### config.mk
export PLATFORM = sky130hd
export DESIGN_NAME = cfg_download_ctrl
export DESIGN_NICKNAME = d
export VERILOG_FILES = /design/src/rtl/cfg_dl_pkg.sv /design/src/rtl/cdl_clk_div.sv /design/src/rtl/cdl_rom_addr_gen.sv /design/src/rtl/cdl_packer.sv /design/src/rtl/cdl_write_port.sv /design/src/rtl/cfg_download_ctrl.sv
export SDC_FILE = /design/constraint.sdc
export NUM_CORES = 1
export LEC_CHECK = 0
export BUFFER_PORTS_ARGS = -buffer_cell sky130_fd_sc_hd__buf_2
export CAP_MARGIN = 20
export CORE_MARGIN = 1
export CORE_UTILIZATION = 42
export DETAILED_ROUTE_END_ITERATION = 16
export PLACE_DENSITY = 0.66
export SLEW_MARGIN = 40
export SYNTH_ARGS = -nofsm -noshare
export SYNTH_HDL_FRONTEND = slang
export SYNTH_SLANG_ARGS = --single-unit
### constraint.sdc
create_clock -name clk_i -period 2.35 [get_ports clk_i]
set_clock_uncertainty 0.05 [all_clocks]
set_input_delay 0.47 -clock clk_i [delete_from_list [all_inputs] [get_ports clk_i]]
set_output_delay 0.47 -clock clk_i [all_outputs]
set_load 0.01 [all_outputs]
### src/rtl/cfg_dl_pkg.sv
package cfg_dl_pkg;
  localparam int unsigned BYTE_W    = 8;
  localparam int unsigned LANES     = 8;
  localparam int unsigned LANE_W    = $clog2(LANES);
  localparam int unsigned WORD_W    = BYTE_W * LANES;
  localparam int unsigned SEL_W     = 3;
  localparam int unsigned OFF_W     = 7;
  localparam int unsigned BUS_W     = SEL_W + OFF_W;
  localparam int unsigned ROM_AW    = BUS_W + LANE_W;
  localparam int unsigned EXT_W     = ROM_AW - BUS_W;
  localparam int unsigned NUM_MEM   = 6;
  localparam int unsigned DIV_LOG2  = 5;

  typedef enum logic [SEL_W-1:0] {
    MEM_ANT0 = 3'd0, MEM_ANT1 = 3'd1, MEM_ANT2 = 3'd2, MEM_ANT3 = 3'd3,
    MEM_CONS = 3'd4, MEM_PROG = 3'd5
  } mem_sel_e;
endpackage

### src/rtl/cdl_clk_div.sv
module cdl_clk_div #(
  parameter int unsigned LOG2 = cfg_dl_pkg::DIV_LOG2
) (
  input  logic clk_i,
  input  logic rst_ni,
  input  logic clr_i,
  input  logic run_i,
  output logic tick_o,
  output logic div_clk_o
);
  localparam logic [LOG2-1:0] CNT_MAX = '1;
  localparam logic [LOG2-1:0] HALF    = LOG2'(1) << (LOG2 - 1);

  logic [LOG2-1:0] cnt_q;

  always_ff @(posedge clk_i or negedge rst_ni) begin
    if (!rst_ni)      cnt_q <= '0;
    else if (clr_i)   cnt_q <= '0;
    else if (run_i)   cnt_q <= cnt_q + 1'b1;
  end

  assign tick_o    = run_i && (cnt_q == CNT_MAX);
  assign div_clk_o = cnt_q[LOG2-1];

  // divided clock rises exactly at mid-period
  p_div_mid_r4: assert property (@(posedge clk_i) disable iff (!rst_ni)
    $rose(div_clk_o) |-> (cnt_q == HALF));
  p_div_hold_r4: assert property (@(posedge clk_i) disable iff (!rst_ni)
    (!run_i && !clr_i) |=> $stable(cnt_q));
endmodule

### src/rtl/cdl_rom_addr_gen.sv
module cdl_rom_addr_gen #(
  parameter int unsigned AW = cfg_dl_pkg::ROM_AW
) (
  input  logic          clk_i,
  input  logic          rst_ni,
  input  logic          clr_i,
  input  logic          tick_i,
  input  logic [AW-1:0] last_i,
  output logic [AW-1:0] addr_o,
  output logic          done_o
);
  logic [AW-1:0] addr_q;
  logic          done_q;

  always_ff @(posedge clk_i or negedge rst_ni) begin
    if (!rst_ni) begin
      addr_q <= '0;
      done_q <= 1'b0;
    end else if (clr_i) begin
      addr_q <= '0;
      done_q <= 1'b0;
    end else if (tick_i && !done_q) begin
      if (addr_q == last_i) done_q <= 1'b1;
      else                  addr_q <= addr_q + 1'b1;
    end
  end

  assign addr_o = addr_q;
  assign done_o = done_q;

  p_rom_step_r5: assert property (@(posedge clk_i) disable iff (!rst_ni)
    (tick_i && !done_o && !clr_i && addr_o != last_i) |=> (addr_o == $past(addr_o) + 1'b1));
  p_done_sticky_r6: assert property (@(posedge clk_i) disable iff (!rst_ni)
    (done_o && !clr_i) |=> (done_o && $stable(addr_o)));
endmodule

### src/rtl/cdl_packer.sv
module cdl_packer #(
  parameter int unsigned BW    = cfg_dl_pkg::BYTE_W,
  parameter int unsigned LANES = cfg_dl_pkg::LANES,
  localparam int unsigned LW   = $clog2(LANES),
  localparam int unsigned WW   = BW * LANES
) (
  input  logic          clk_i,
  input  logic          rst_ni,
  input  logic          clr_i,
  input  logic          host_mode_i,
  input  logic          vld_i,
  input  logic [LW-1:0] lane_i,
  input  logic [BW-1:0] byte_i,
  output logic          commit_o,
  output logic [WW-1:0] word_o
);
  localparam logic [LW-1:0] LAST_LANE = LW'(LANES - 1);

  logic [LW-1:0] hcnt_q;
  logic [LW-1:0] lane;
  logic [BW-1:0] buf_q [LANES];

  assign lane     = host_mode_i ? hcnt_q : lane_i;
  assign commit_o = vld_i && (lane == LAST_LANE);

  always_ff @(posedge clk_i or negedge rst_ni) begin
    if (!rst_ni)                     hcnt_q <= '0;
    else if (clr_i)                  hcnt_q <= '0;
    else if (vld_i && host_mode_i)   hcnt_q <= hcnt_q + 1'b1;
  end

  for (genvar g = 0; g < LANES; g++) begin : g_lane
    always_ff @(posedge clk_i or negedge rst_ni) begin
      if (!rst_ni)                          buf_q[g] <= '0;
      else if (vld_i && lane == LW'(g))     buf_q[g] <= byte_i;
    end
    // the closing byte bypasses its buffer
    assign word_o[g*BW +: BW] = (vld_i && lane == LW'(g)) ? byte_i : buf_q[g];
  end

  p_lane_idle_r1: assert property (@(posedge clk_i) disable iff (!rst_ni)
    (!vld_i && !clr_i) |=> $stable(hcnt_q));
endmodule

### src/rtl/cdl_write_port.sv
module cdl_write_port #(
  parameter int unsigned WW      = cfg_dl_pkg::WORD_W,
  parameter int unsigned SW      = cfg_dl_pkg::SEL_W,
  parameter int unsigned OW      = cfg_dl_pkg::OFF_W,
  parameter int unsigned NUM_MEM = cfg_dl_pkg::NUM_MEM
) (
  input  logic               clk_i,
  input  logic               rst_ni,
  input  logic               clr_i,
  input  logic               commit_i,
  input  logic [SW-1:0]      sel_i,
  input  logic [OW-1:0]      off_i,
  input  logic [WW-1:0]      word_i,
  output logic [NUM_MEM-1:0] we_o,
  output logic [OW-1:0]      addr_o,
  output logic [WW-1:0]      wdata_o
);
  logic [NUM_MEM-1:0] hit;
  logic [NUM_MEM-1:0] we_q;
  logic [OW-1:0]      addr_q;
  logic [WW-1:0]      data_q;

  for (genvar m = 0; m < NUM_MEM; m++) begin : g_dec
    assign hit[m] = commit_i && (sel_i == SW'(m));
  end

  always_ff @(posedge clk_i or negedge rst_ni) begin
    if (!rst_ni) begin
      we_q   <= '0;
      addr_q <= '0;
      data_q <= '0;
    end else begin
      we_q <= clr_i ? '0 : hit;
      if (commit_i && !clr_i) begin
        addr_q <= off_i;
        data_q <= word_i;
      end
    end
  end

  assign we_o    = we_q;
  assign addr_o  = addr_q;
  assign wdata_o = data_q;

  p_we_onehot_r7: assert property (@(posedge clk_i) disable iff (!rst_ni)
    $onehot0(we_o));
  p_we_pulse_r7: assert property (@(posedge clk_i) disable iff (!rst_ni)
    (|we_o) |=> ($past(commit_i) == 1'b0 || we_o == '0 || $countones(we_o) == 1));
  p_bad_sel_r8: assert property (@(posedge clk_i) disable iff (!rst_ni)
    (commit_i && int'(sel_i) >= NUM_MEM) |=> (we_o == '0));
endmodule

### src/rtl/cfg_download_ctrl.sv
module cfg_download_ctrl
  import cfg_dl_pkg::*;
(
  input  logic                clk_i,
  input  logic                rst_ni,
  input  logic                preset_ni,
  input  logic                offline_i,
  input  logic                charge_mode_i,
  input  logic                host_wr_i,
  input  logic [BUS_W-1:0]    addr_i,
  input  logic [BYTE_W-1:0]   data_i,
  input  logic [ROM_AW-1:0]   last_addr_i,
  output logic [BUS_W-1:0]    addr_o,
  output logic                addr_oe_o,
  output logic [EXT_W-1:0]    ext_addr_o,
  output logic                div_clk_o,
  output logic [NUM_MEM-1:0]  mem_we_o,
  output logic [OFF_W-1:0]    mem_addr_o,
  output logic [WORD_W-1:0]   mem_wdata_o,
  output logic                load_done_o
);
  logic              clr;
  logic              self_run;
  logic              tick;
  logic              done;
  logic [ROM_AW-1:0] rom_addr;
  logic              byte_vld;
  logic              commit;
  logic [WORD_W-1:0] word;
  logic [SEL_W-1:0]  sel;
  logic [OFF_W-1:0]  off;

  assign clr      = !preset_ni;
  assign self_run = offline_i && charge_mode_i && !done && preset_ni;
  assign byte_vld = charge_mode_i ? tick
                                  : (offline_i && host_wr_i && preset_ni);

  // rom byte address layout: {sel, off, lane}
  assign sel = charge_mode_i ? rom_addr[ROM_AW-1 -: SEL_W] : addr_i[BUS_W-1 -: SEL_W];
  assign off = charge_mode_i ? rom_addr[LANE_W +: OFF_W]   : addr_i[OFF_W-1:0];

  cdl_clk_div #(.LOG2(DIV_LOG2)) u_div (
    .clk_i, .rst_ni, .clr_i(clr), .run_i(self_run),
    .tick_o(tick), .div_clk_o
  );

  cdl_rom_addr_gen #(.AW(ROM_AW)) u_agen (
    .clk_i, .rst_ni, .clr_i(clr), .tick_i(tick),
    .last_i(last_addr_i), .addr_o(rom_addr), .done_o(done)
  );

  cdl_packer #(.BW(BYTE_W), .LANES(LANES)) u_pack (
    .clk_i, .rst_ni, .clr_i(clr), .host_mode_i(!charge_mode_i),
    .vld_i(byte_vld), .lane_i(rom_addr[LANE_W-1:0]), .byte_i(data_i),
    .commit_o(commit), .word_o(word)
  );

  cdl_write_port #(.WW(WORD_W), .SW(SEL_W), .OW(OFF_W), .NUM_MEM(NUM_MEM)) u_wr (
    .clk_i, .rst_ni, .clr_i(clr), .commit_i(commit), .sel_i(sel), .off_i(off),
    .word_i(word), .we_o(mem_we_o), .addr_o(mem_addr_o), .wdata_o(mem_wdata_o)
  );

  assign addr_oe_o   = charge_mode_i;
  assign addr_o      = charge_mode_i ? rom_addr[BUS_W-1:0] : '0;
  assign ext_addr_o  = charge_mode_i ? rom_addr[ROM_AW-1 -: EXT_W] : '0;
  assign load_done_o = done;

  p_offline_block_r1: assert property (@(posedge clk_i) disable iff (!rst_ni)
    (!offline_i && !charge_mode_i) |=> (mem_we_o == '0));
  p_bus_idle_r3: assert property (@(posedge clk_i) disable iff (!rst_ni)
    !charge_mode_i |-> (ext_addr_o == '0 && addr_o == '0 && !addr_oe_o));
  p_preset_r9: assert property (@(posedge clk_i) disable iff (!rst_ni)
    !preset_ni |=> (!load_done_o && mem_we_o == '0));
endmodule

Word-level counts from Yosys, hierarchy flattened
Cells that the tools add are included. Widths: inputs -> output; s select.

Flip-flop bits (word level): 163. Input bits: 37. Output and inout port bits: 93. Logic and storage cells: 91.

Add/subtract/negate cells: 3. Eq/ne operators: 19. Mux-type cells: 25. Reduce and logical (&&, ||, !) cells: 29.

Operators with widths (count): $mux 8 (8); $mux 13 (3); $logic_and 1x1->1 (23); $eq 3x3->1 const B (6); $mux 3 (5); $add 13x1->13 const B (1); $eq 13x13->1 (1); $eq 3x2->1 const B (4); $mux 10 (1); $mux 5 (2); $ne 2x1->1 const B (4); $mux 7 (1); $eq 3x1->1 const B (2); $logic_not 3->1 (2); $mux 6 (1); $add 5x1->5 const B (1); $eq 5x5->1 const B (1); $mux 1 (4); $reduce_and 2->1 (2); $add 3x1->3 const B (1); $logic_not 1->1 (2); $ne 2x2->1 const B (1).

Depth between registers and ports, before layout
Gate-level depths: netlist (run 1).

Depth in word-level cells: 8. Gate-level depth with buffers: 11. Gate-level depth less buffers: 8.

Hierarchy
Synthesis (run 1) repeated with hierarchy kept, for this count alone.

Cell total of the unflattened synthesis: 485. Area total of the unflattened synthesis: 7425.9 um^2.

Modules (own cells, without submodules): cdl_write_port (times used 1, cells an instance 167, area an instance 3208.1 um^2, seq. area each 1926.8 um^2); cdl_packer (times used 1, cells an instance 162, area an instance 2713.9 um^2, seq. area each 1676.6 um^2); cdl_rom_addr_gen (times used 1, cells an instance 100, area an instance 969.7 um^2, seq. area each 350.3 um^2); cdl_clk_div (times used 1, cells an instance 23, area an instance 285.3 um^2, seq. area each 125.1 um^2); cfg_download_ctrl (times used 1, cells an instance 33, area an instance 249.0 um^2, seq. area each 0.0 um^2).

Least setup slack after synthesis (run 1)
No wires, ideal clock.

Path type: register to register. Start: register u_div.cnt_q[0]. End: register u_pack.buf_q[40] (netlist bit). Arrival: 2054 ps. Required time: 2175 ps. Slack: 122 ps. Stages on the path, launching flop included: 10. Path buffers: 2. Clock period less this slack: 2228 ps. Cell sequence: dfrtp_1 ha_1 and3_1 ha_1 nand3b_1 a211oi_1 buf_2 nor2b_1 buf_2 mux2_2.

Cells in the longest elaborated chain, start to end: 5.

RTL lines: from (decl) (RTL line cdl_clk_div.sv:14) `logic [LOG2-1:0] cnt_q;`; from (signal assigned) (RTL line cdl_clk_div.sv:19) `else if (run_i) cnt_q <= cnt_q + 1'b1;`; $eq 5x5->1 (RTL line cdl_clk_div.sv:22) `assign tick_o = run_i && (cnt_q == CNT_MAX);`; $logic_and 1x1->1 (RTL line cdl_clk_div.sv:22); $mux 1 (RTL line cfg_download_ctrl.sv:35) `assign byte_vld = charge_mode_i ? tick`; $logic_and 1x1->1; $mux 8; via u_pack.word_o[16] (RTL line cdl_packer.sv:15) `output logic [WW-1:0] word_o`; to (signal, indexed assignment) (RTL line cdl_packer.sv:35) `else if (vld_i && lane == LW'(g)) buf_q[g] <= byte_i;`; to (decl) (RTL line cdl_packer.sv:21) `logic [BW-1:0] buf_q [LANES];`.

The timed path passes the listed nets, and every way through them passes these cells. A chain may end at the register's enable or synchronous reset.

Worst setup path in the final report (run 1)
Start: register u_div.cnt_q[1]. End: register u_pack.buf_q[42] (netlist bit).

Same word-level chain as after synthesis.

==> impl_results.md, run 1 <==
- Status: completed
- Relative slew slack: 60.2%
- Port bufs: 129
- Worst stage delay on the critical path: 0.35 ns
- Num CTS Buffers: 17
- Primary FF master, synth: dfrtp_1
- Top post-synthesis cells by area: dfrtp_1 (60%), nand2_1 (12%), o21ai_0 (3.8%)
- Area Growth Syn to Fin: 27.7%
- Final Setup Violations: 0
- Total vias in the final route: 5319
- Cell Chain, Critical Path: ha_2 -> and3_4 -> ha_4 -> nand3b_1 -> a211oi_4 -> buf_4 -> nor2b_4 -> buf_6 -> mux2_2
- Global Route Usage Sum: 22.0%
- Min-Delay Path Class: input port to flip-flop
- Least-Margin Pin Slew: 0.597 ns
- Clk_lat worst skew: 0.43 ns
- Pleak: 4.45 nW
- Fin crit share: 99.0%
- Mapped Area: 0.00651 sq mm
- Non-Filler Instances: 1005
- Sw Pwr: 1.35 mW
- Internal power: 4.66 mW
- Layout fillers: 1339
- Gpl congestion: 0.851
- Reg2reg path depth: 9
- CP startpoint kind: flip-flop
- Vias in the first global route: 5272
- Post-route ant nets: 0
- Fmax: 430 MHz
- Floorplan die height: 127 microns
- FFs w/ async S/R, synth: 100%
- Total Routed Length: 16.6 mm
- CP Class: flip-flop to flip-flop
- Buf/Inv on CP: 2
- R2R Path Start: u_div.cnt_q[1]
- Clock buffer depth: 2
- Avg WL per Cell: 16.5 microns
- Clock power frac: 50.1%
- Initial core utilization: 43.0%
- Fraction of layout cells with a size suffix above 1: 27.8%
- Min Hold Slack: 0.278 ns
- CTS tree: done
- Top-count cell post-synth: nand2_1
- Logic pwr share: 4.4%
- Final HPWL DP: 11.4 mm
- Final hold vios: 0
- Max-Cap Viols: 0
- Crit. End Element: flip-flop
- Number of enable flip-flop cells after synthesis: 0
- Register bit total from synthesis: 155
- Sequential Power Share: 45.5%
- Final min period: 2.33 ns
- Die area: 0.0160 sq mm
- Post-synth top area cell: dfrtp_1
- Most instantiated cells after synthesis: nand2_1 (211), dfrtp_1 (155), o21ai_0 (49)
- Worst hold path depth: 3
- Placed Cells: 966
- First-pass GRT wire length: 27.1 mm
- Worst Path Max Fanout: 8
- Synth Area per Inst: 9.85 sq um
- CTS H-tree lvls: 4
- WP data arrival: 2.60 ns
- Site Rows: 45
- 1st-pass router iterations: 5
- End of the worst hold path: u_wr.addr_o[6]
- Sw frac: 22.4%
- PwrDens: 722 mW/mm^2
- Ant diodes: 0
- Clk pin slew, worst setup/hold paths: 0.07 ns
- Final Slew Violations: 0
- Crit-path leading delay family: simple AND/OR/NAND/NOR gates
- RSZ-0062 raised after global routing: true
- Initial antenna violation count: 0
- Drt drc: 0
- Post-synthesis sequential area ratio: 59.6%
- Post-Syn Nets: 702
- Largest net degree at the start of global routing: 59
- CTS sink count: 155
- Worst vdd ir: 0.518 mV
- Chip width: 127 microns
- R2r endpoint: u_pack.buf_q[42]
- Post-layout nets: 845
- Initial DRC count: 278
- Crit-path slowest cell: dfrtp_1
- DP Area: 0.00751 sq mm
- Post-Synthesis Cells: 661
- Synth warn: 0
- Finished Cell Area: 0.00832 sq mm
- Util after Layout: 54.9%
- Gr ovfl total: 0
- DR vias/cell: 5.29
- Core area: 0.0151 sq mm
- Root Driver: clkbuf_16
- Synth top area share: 59.6%
- Hold path start: addr_i[6]
- Netlist cell types: 47
- Reg-to-reg slack, setup: 0.02 ns
- I/O pins: 130
- CP required: 2.62 ns
worst register-to-register path, cell delays in order, from the launching register on:
cell	delay [ns]
dfrtp_1	0.35
ha_2	0.19
and3_4	0.20
ha_4	0.13
nand3b_1	0.19
a211oi_4	0.34
buf_4	0.16
nor2b_4	0.13
buf_6	0.15
mux2_2	0.34
sequential cells by signal, indices dropped and copies added, names as in the netlist:
signal / flops
u_pack.hcnt_q: 3
u_agen.done_o: 1
u_pack.buf_q: 56
u_wr.wdata_o: 64
u_div.cnt_q: 5
u_wr.addr_o: 7
u_agen.addr_o: 13
u_wr.we_o: 6
timing repair:
item,CTS,global route
hold buffers,1,0
pin swaps,2,2
endpoints found under the hold margin,31,0
gates cloned,0,1
gates resized for setup,2,19
setup buffers,3,3
endpoints found under the setup margin,75,102
power groups by stage:
| stage | sequential [mW] | clock (mW) | combinational (mW) |
|---|---|---|---|
| 2_1_floorplan | 2.78 | 0 | 0.0993 |
| 3_3_place_gp | 2.78 | 0 | 0.248 |
| 3_5_place_dp | 2.78 | 0 | 0.258 |
| 4_1_cts | 2.73 | 3.05 | 0.263 |
| 5_1_grt | 2.73 | 3.17 | 0.296 |
| 6_report | 2.73 | 3.01 | 0.265 |
per-stage QoR:
stage / power [mW] / setup TNS [ns] / worst slack [ns]
2_1_floorplan: 2.88 / 0 / 0.122
3_3_place_gp: 3.03 / 0 / 0.0159
3_5_place_dp: 3.04 / -1.69 / -0.0823
4_1_cts: 6.04 / 0 / 0.0169
5_1_grt: 6.19 / -0.760 / -0.0426
6_report: 6.00 / 0 / 0.0230
cells in the final DEF, fill, tap and decap left out, drive strengths merged, types with 5 or more instances in the layout:
cell type / count
o31ai: 5
nor2: 15
nand3: 39
nor3: 7
xor2: 17
clkbuf: 20
mux2i: 7
nand2: 212
dfrtp: 155
nand4: 14
mux2: 16
buf: 161
o21ai: 49
and2: 12
inv: 10
nand2b: 13
a21oi: 19
kinds of logic after synthesis:
| kind of cell | after synthesis | synth area share (%) |
|---|---|---|
| DFF | 155 | 59.6 |
| buffers and inverters | 44 | 3.15 |
| adders and majority gates | 4 | 0.769 |
| muxes | 23 | 3.84 |
| and+or+nand+nor | 333 | 22.8 |
| AOI/OAI and AO/OA | 84 | 7.47 |
| xor gates and xnor gates | 18 | 2.42 |
area by class of cell:
type | count | area [sq um] | share of cell area [%]
inverters | 5 | 18.8 | 0.226
repair buffers | 163 | 1000 | 12.0
multi-input cells | 462 | 2530 | 30.4
clock buffers | 19 | 453 | 5.45
well taps | 188 | 235 | 2.83
flip-flops and latches | 155 | 3880 | 46.6
clock inverters | 13 | 200 | 2.41
worst max path at each step:
stage                         from                to  slack, ns  cells after the start
detailed placement  u_div.cnt_q[1]  u_pack.buf_q[23]      -0.08                      8
finish              u_div.cnt_q[1]  u_pack.buf_q[42]       0.02                      9
floorplan           u_div.cnt_q[0]  u_pack.buf_q[40]       0.12                      9
global placement    u_div.cnt_q[1]  u_pack.buf_q[22]       0.02                      8
global route        u_div.cnt_q[1]  u_pack.buf_q[40]      -0.04                      9
CTS                 u_div.cnt_q[1]   u_wr.wdata_o[2]       0.02                     10
metal layers:
| layer | global-route usage [%] | share of wire, % | vias to the layer above |
|---|---|---|---|
| li1 | - | - | 2504 |
| met2 | 34.1 | 48 | 135 |
| met5 | 0 | 0 | - |
| met4 | 8.86 | 2.1 | 0 |
| met1 | 29.7 | 46 | 2648 |
| met3 | 5.36 | 4.3 | 32 |
Power figures use the tool's default switching activity.
==> run 2, diff against run 1 <==
--- a/config.mk
+++ b/config.mk
@@ -8,5 +8,4 @@
 export BUFFER_PORTS_ARGS = -buffer_cell sky130_fd_sc_hd__buf_2
 export CAP_MARGIN = 20
-export CORE_MARGIN = 1
 export CORE_UTILIZATION = 42
 export DETAILED_ROUTE_END_ITERATION = 16
==> constraint.sdc (replaced) <==
create_clock -name clk_i -period 2.35 [get_ports clk_i]
set_clock_uncertainty 0.05 [all_clocks]
set_input_delay 0.235 -clock clk_i [delete_from_list [all_inputs] [get_ports clk_i]]
set_output_delay 0.235 -clock clk_i [all_outputs]
set_load 0.01 [all_outputs]
==> run 2 against run 1 <==
  * Total power fell by 6.9%
  * Non-clock buffer count rose by 7
  * Sequential share of layout area fell by 0.60 points
  * Wire length rose by 1.5%
  * Largest cell class unchanged
  * Via count barely moved
  * Largest power group is now registers
  * Worst hold slack got worse by 0.24 ns
==> impl_results.md, run 2 (synthesized netlist as in run 1, its figures left out) <==
- Status: completed
- Buf/Inv on CP: 2 (unchanged)
- Smallest setup slack after layout: 0.0188 ns (-0.00418 ns)
- Clock power frac: 45.7% (-4.4 points)
- Fmax: 429 MHz (-0.18%)
- Site Rows: 45 (unchanged)
- Core area: 0.0151 sq mm (unchanged)
- First-pass GRT wire length: 26.0 mm (-4.4%)
- CTS tree: done
- Setup TNS: 0 ns (unchanged)
- Critical path origin: u_div.cnt_q[0]
- Global Route Usage Sum: 21.2% (-0.79 points)
- Least-Margin Pin Slew: 0.728 ns (+0.131 ns)
- Sw Pwr: 1.24 mW (-8.0%)
- Worst vdd ir: 0.475 mV (-8.2%)
- Fin crit share: 99.2% (+0.18 points)
- Clk pin slew, worst setup/hold paths: 0.06 ns (about the same)
- Logic pwr share: 5.1% (+0.7 points)
- Root Driver: clkbuf_16
- Ant diodes: 0 (unchanged)
- Sequential Power Share: 49.2% (+3.7 points)
- Initial DRC count: 310 (+12%)
- Drt drc: 0 (unchanged)
- Area Growth Syn to Fin: 29.4%
- Total vias in the final route: 5315 (-0.075%)
- Post-place setup slack: -0.0660 ns (+0.0162 ns)
- Clk_lat worst skew: 0.43 ns (about the same)
- Worst stage delay on the critical path: 0.46 ns (+0.11 ns)
- Vias in the first global route: 5094 (-3.4%)
- Most frequent cells in the layout: nand2_1 (199), dfrtp_1 (155), buf_2 (128)
- Total Routed Length: 16.8 mm (+1.5%)
- Detail Route met3 WL: 878 microns (+22%)
- Fraction of layout cells with a size suffix above 1: 29.9% (+2.1 points)
- Met2 wire length: 8.13 mm (+2.1%)
- Reg-to-reg slack, setup: 0.02 ns (about the same)
- Clock buffer depth: 2 (unchanged)
- Internal power: 4.35 mW (-6.6%)
- Final hold vios: 0 (unchanged)
- Sw frac: 22.1% (-0.27 points)
- CTS sink count: 155 (unchanged)
- DR vias/cell: 5.27 (-0.37%)
- Util after Layout: 55.6% (+0.71 points)
- Min-Delay Path Class: input port to flip-flop
- Largest net degree at the start of global routing: 61 (+3.4%)
- Final Setup Violations: 0 (unchanged)
- Pleak: 4.48 nW (+0.64%)
- Worst Path Max Fanout: 9 (+1)
- CTS H-tree lvls: 4 (unchanged)
- Port bufs: 129 (unchanged)
- Max FFs per register: 64 (unchanged)
- Hold path start: addr_i[6]
- Initial antenna violation count: 0 (unchanged)
- Sequential cell area: 0.00388 sq mm (unchanged)
- Crit-path slowest cell: a2111oi_4
- Initial core utilization: 43.0% (unchanged)
- Layout fillers: 1311 (-2.1%)
- Post-route ant nets: 0 (unchanged)
- Crit-path leading delay family: simple AND/OR/NAND/NOR gates
- Wl on met1: 7.51 mm (-0.57%)
- Most common cell after layout, fill and taps aside: nand2_1
- CP startpoint kind: flip-flop
- Die area: 0.0160 sq mm (unchanged)
- Gr ovfl total: 0 (unchanged)
- Area of the multi-input gates: 0.00262 sq mm (+3.5%)
- Final min period: 2.33 ns (+0.00418 ns)
- Reg2reg path depth: 10 (+1)
- WP data arrival: 2.58 ns (-0.02 ns)
- Chip width: 127 microns (unchanged)
- End of the worst hold path: u_wr.addr_o[6]
- Top Metal Used: met4
- Avg WL per Cell: 16.7 microns (+1.2%)
- R2R Path Start: u_div.cnt_q[0]
- R2r endpoint: u_wr.wdata_o[38]
- Worst hold path depth: 3 (unchanged)
- CP required: 2.60 ns (-0.02 ns)
- Crit. End Element: flip-flop
- Num CTS Buffers: 17 (unchanged)
- I/O pins: 130 (unchanged)
- Final HPWL DP: 11.2 mm (-1.5%)
- Final Slew Violations: 0 (unchanged)
- Relative slew slack: 51.5% (-8.7 points)
- PwrDens: 663 mW/mm^2 (-8.1%)
- Floorplan die height: 127 microns (unchanged)
- 1st-pass router iterations: 6 (+1)
- Cell Chain, Critical Path: ha_2 -> and3_4 -> ha_4 -> nand3b_1 -> a2111oi_4 -> buf_6 -> buf_12 -> nand2_8 -> nand2_1 -> o21ai_0
- RSZ-0062 raised after global routing: true
- Gpl congestion: 0.859 (+0.93%)
- Max-Cap Viols: 0 (unchanged)
- Post-layout nets: 852 (+0.83%)
- CP Class: flip-flop to flip-flop
[run 2: cell types whose count changed in the layout (fill, tap and decap cells not counted), moves of 3 or more]
cell / before / now
clkinv_2: 0 / 3
clkbuf_1: 0 / 3
inv_6: 4 / 0
mux2_2: 11 / 15
nand2_1: 209 / 199
mux2_4: 5 / 1
o21ai_0: 47 / 39
nand2_2: 2 / 10
clkbuf_16: 18 / 22
nand2b_4: 0 / 7
nand2b_1: 13 / 6
o21ai_1: 2 / 10
[run 2: power groups by stage]
stage	clock network, mW	logic [mW]	registers [mW]
2_1_floorplan	0	0.0993	2.78
3_3_place_gp	0	0.249	2.78
3_5_place_dp	0	0.258	2.78
4_1_cts	2.60	0.261	2.73
5_1_grt	2.72	0.318	2.75
6_report	2.55	0.288	2.75
[run 2: worst max-delay path by stage]
stage | end | slack, ns | cells after the start
finish | u_wr.wdata_o[38] | 0.02 | 10
global route | u_pack.buf_q[23] | -0.04 | 8
CTS | u_pack.buf_q[19] | 0.006 | 8
detailed placement | u_pack.buf_q[19] | -0.07 | 8
global placement | u_pack.buf_q[19] | 0.007 | 8
floorplan | u_pack.buf_q[40] | 0.12 | 9
[run 2: cell type report]
cell class / instances / area share, %
Clock inverter: 8 / 1.19
Sequential cell: 155 / 46.0
Inverter: 5 / 0.223
Tap cell: 188 / 2.79
Timing Repair Buffer: 170 / 13.5
Clock buffer: 20 / 5.18
Multi-Input combinational cell: 462 / 31.1
[run 2: worst min-delay path, cell delays in order]
cell     delay (ns)
buf_2          0.08
a21oi_1        0.06
o21ai_1        0.10
[run 2: repair_timing]
action	4_1_cts	5_1_grt
endpoints found under the setup margin	40	101
gates resized for setup	1	44
endpoints found under the hold margin	48	0
gates cloned	0	6
setup buffers	0	8
pin swaps	2	2
hold buffers	1	0
[run 2: metal layers]
metal	vias to the layer above	GRT usage [%]
met5	-	0
met4	0	7.73
met3	23	4.89
met2	159	33.7
met1	2620	28.4
li1	2513	-
[run 2: through the flow]
stage / cells / hold slack [ns] / area (sq um) / power, mW
2_1_floorplan: 661 / -0.111 / 6510 / 2.88
3_3_place_gp: 965 / 0.144 / 7500 / 3.03
3_5_place_dp: 965 / 0.158 / 7500 / 3.04
4_1_cts: 994 / 0.0461 / 8050 / 5.59
5_1_grt: 1008 / 0.0577 / 8420 / 5.79
6_report: 1008 / 0.0388 / 8420 / 5.59
==> run 3, diff against run 2 <==
- CORE_MARGIN: unset -> 2
==> run 3 against run 2 <==
  * The run now ends with negative setup slack left
  * Via count rose by 4.4%
  * Cell area rose by 5.7%
  * Critical endpoint is now u_pack.buf_q[40]
  * Sequential cell count did not move
  * Worst hold slack got worse by 0.0074 ns
  * Largest cell class unchanged
  * Sequential share of layout area fell by 2.5 points
  * Non-clock buffer count rose by 9
==> impl_results.md, run 3 (synthesized netlist as in run 1, its figures left out) <==
- Util after Layout: 58.6% (+2.9 points)
- Status: finished, violations left
- Internal power: 4.53 mW (+4.0%)
- Total Routed Length: 18.9 mm (+12%)
- Crit-path leading delay family: simple AND/OR/NAND/NOR gates
- Buf/Inv on CP: 1 (-1)
- Gr ovfl total: 0 (unchanged)
- Max-Cap Viols: 0 (unchanged)
- Post-route ant nets: 0 (unchanged)
- R2R Path Start: u_div.cnt_q[1]
- Worst hold path depth: 3 (unchanged)
- Cell Chain, Critical Path: ha_2 -> and3_4 -> ha_4 -> nand3b_1 -> a211oi_4 -> nor2b_4 -> buf_6 -> mux2_4
- Core area: 0.0152 sq mm (+0.37%)
- Largest net degree at the start of global routing: 63 (+3.3%)
- Sequential Power Share: 46.7% (-2.5 points)
- Total vias in the final route: 5551 (+4.4%)
- Fin crit share: 103% (+3.4 points)
- Root Driver: clkbuf_16
- Pleak: 4.66 nW (+4.0%)
- Least-Margin Pin Slew: 0.599 ns (-0.129 ns)
- CTS sink count: 155 (unchanged)
- Smallest setup slack after layout: -0.0622 ns (-0.0809 ns)
- Floorplan die height: 129 microns (+1.6%)
- Initial core utilization: 42.8% (-0.16 points)
- Num CTS Buffers: 17 (unchanged)
- Global Route Usage Sum: 21.0% (-0.21 points)
- Gpl congestion: 0.866 (+0.82%)
- Ant diodes: 0 (unchanged)
- Final Slew Violations: 0 (unchanged)
- Reg-to-reg slack, setup: -0.06 ns (-0.08 ns)
- Final min period: 2.41 ns (+0.0809 ns)
- Clk_lat worst skew: 0.43 ns (about the same)
- Placed Cells: 965 (unchanged)
- Logic pwr share: 5.0% (about the same)
- CTS H-tree lvls: 4 (unchanged)
- RSZ-0062 raised after global routing: true
- Post-layout nets: 863 (+1.3%)
- Min Hold Slack: 0.0314 ns (-0.00741 ns)
- Initial antenna violation count: 0 (unchanged)
- Relative slew slack: 60.1% (+8.6 points)
- Fraction of layout cells with a size suffix above 1: 36.6% (+6.8 points)
- Chip width: 129 microns (+1.6%)
- CP required: 2.61 ns (about the same)
- Max FFs per register: 64 (unchanged)
- I/O pins: 130 (unchanged)
- CP Class: flip-flop to flip-flop
- DR vias/cell: 5.43 (+2.9%)
- Area Growth Syn to Fin: 36.7%
- Sw frac: 23.1% (+0.99 points)
- Final HPWL DP: 11.6 mm (+3.5%)
- Reg2reg path depth: 8 (-2)
- Final hold vios: 0 (unchanged)
- Worst stage delay on the critical path: 0.42 ns (-0.04 ns)
- Min-Delay Path Class: input port to flip-flop
- Avg WL per Cell: 18.5 microns (+11%)
- 1st-pass router iterations: 7 (+1)
- End of the worst hold path: u_wr.addr_o[4]
- Die area: 0.0165 sq mm (+3.2%)
- Drt drc: 0 (unchanged)
- Clk pin slew, worst setup/hold paths: 0.06 ns (about the same)
- Non-Filler Instances: 1023 (+1.5%)
- Worst vdd ir: 0.554 mV (+17%)
- CP startpoint kind: flip-flop
- R2r endpoint: u_pack.buf_q[40]
- Hold path start: addr_i[4]
- Final Setup Violations: 37 (+37)
- Crit-path slowest cell: dfrtp_1
- Crit. End Element: flip-flop
- Clock buffer depth: 2 (unchanged)
- Most common cell after layout, fill and taps aside: nand2_1
- CTS tree: done
- Worst Path Max Fanout: 4 (-5)
- Vias in the first global route: 5232 (+2.7%)
- Most frequent cells in the layout: nand2_1 (167), dfrtp_1 (155), buf_2 (128)
- Post-place setup slack: -0.0662 ns (-0.000120 ns)
- Fmax: 415 MHz (-3.4%)
- Initial DRC count: 419 (+35%)
- Clock power frac: 48.3% (+2.6 points)
- Sw Pwr: 1.36 mW (+10%)
- First-pass GRT wire length: 26.7 mm (+2.7%)
- Violated checks: negative setup slack
- Site Rows: 45 (unchanged)
- Port bufs: 129 (unchanged)
- WP data arrival: 2.67 ns (+0.09 ns)
- PwrDens: 661 mW/mm^2 (-0.33%)
## run 3: cell count changes in the layout (fill, tap and decap cells not counted), sizes merged
cell and change:
buf +6, bufinv +1, clkbuf +2, clkinv -2, clkinvlp +3, inv +3, nand2 +2
## run 3: worst max-delay path by stage
stage / start / end / slack [ns] / cells past startpoint
finish: u_div.cnt_q[1] / u_pack.buf_q[40] / -0.06 / 8
global route: u_div.cnt_q[1] / u_wr.we_o[3] / -0.11 / 9
CTS: u_div.cnt_q[1] / u_wr.wdata_o[41] / 0.02 / 10
detailed placement: u_div.cnt_q[1] / u_wr.wdata_o[13] / -0.07 / 9
global placement: u_div.cnt_q[1] / u_pack.buf_q[19] / 0.05 / 8
floorplan: u_div.cnt_q[0] / u_pack.buf_q[40] / 0.12 / 9
## run 3: layout make-up
cell class                      instances  area (sq um)
Multi-Input combinational cell        464          2850
Inverter                                5          18.8
Timing Repair Buffer                  179          1310
Tap cell                              188           235
Clock buffer                           19           443
Clock inverter                         13           165
Fill cell                            1311          6300
Sequential cell                       155          3880
## run 3: layer usage
metal  GRT usage, %  vias to the layer above  wire [microns]
met1           28.3                     2803            8370
li1               -                     2550               -
met2           34.1                      167            9300
met3           4.07                       31             869
met4           7.48                        0             395
met5              0                        -               0
## run 3: power by group through the flow
| stage | Clock [mW] | Sequential [mW] | Combinational (mW) |
|---|---|---|---|
| 3_5_place_dp | 0 | 2.78 | 0.257 |
| 3_3_place_gp | 0 | 2.78 | 0.247 |
| 6_report | 2.84 | 2.75 | 0.296 |
| 5_1_grt | 2.98 | 2.75 | 0.328 |
| 2_1_floorplan | 0 | 2.78 | 0.0993 |
| 4_1_cts | 2.86 | 2.73 | 0.260 |
## run 3: worst min-delay path, stage by stage
cell and delay [ns]:
buf_2 0.08, a21oi_1 0.06, o21ai_2 0.09
## run 3: per-stage QoR
step	TNS (ns)	power, mW	instance area [sq um]
after floorplan	0	2.88	6510
after global placement	0	3.02	7500
after detailed placement	-0.892	3.04	7500
after CTS	0	5.85	8130
after global routing	-6.75	6.06	8900
final	-0.687	5.89	8900
## run 3: timing repair
item | in CTS | in global routing
setup endpoints to repair | 33 | 111
gates resized for setup | 2 | 141
hold endpoints to repair | 58 | 0
gates cloned | 0 | 16
setup buffers | 0 | 9
hold buffers | 1 | 0
pin swaps | 2 | 14
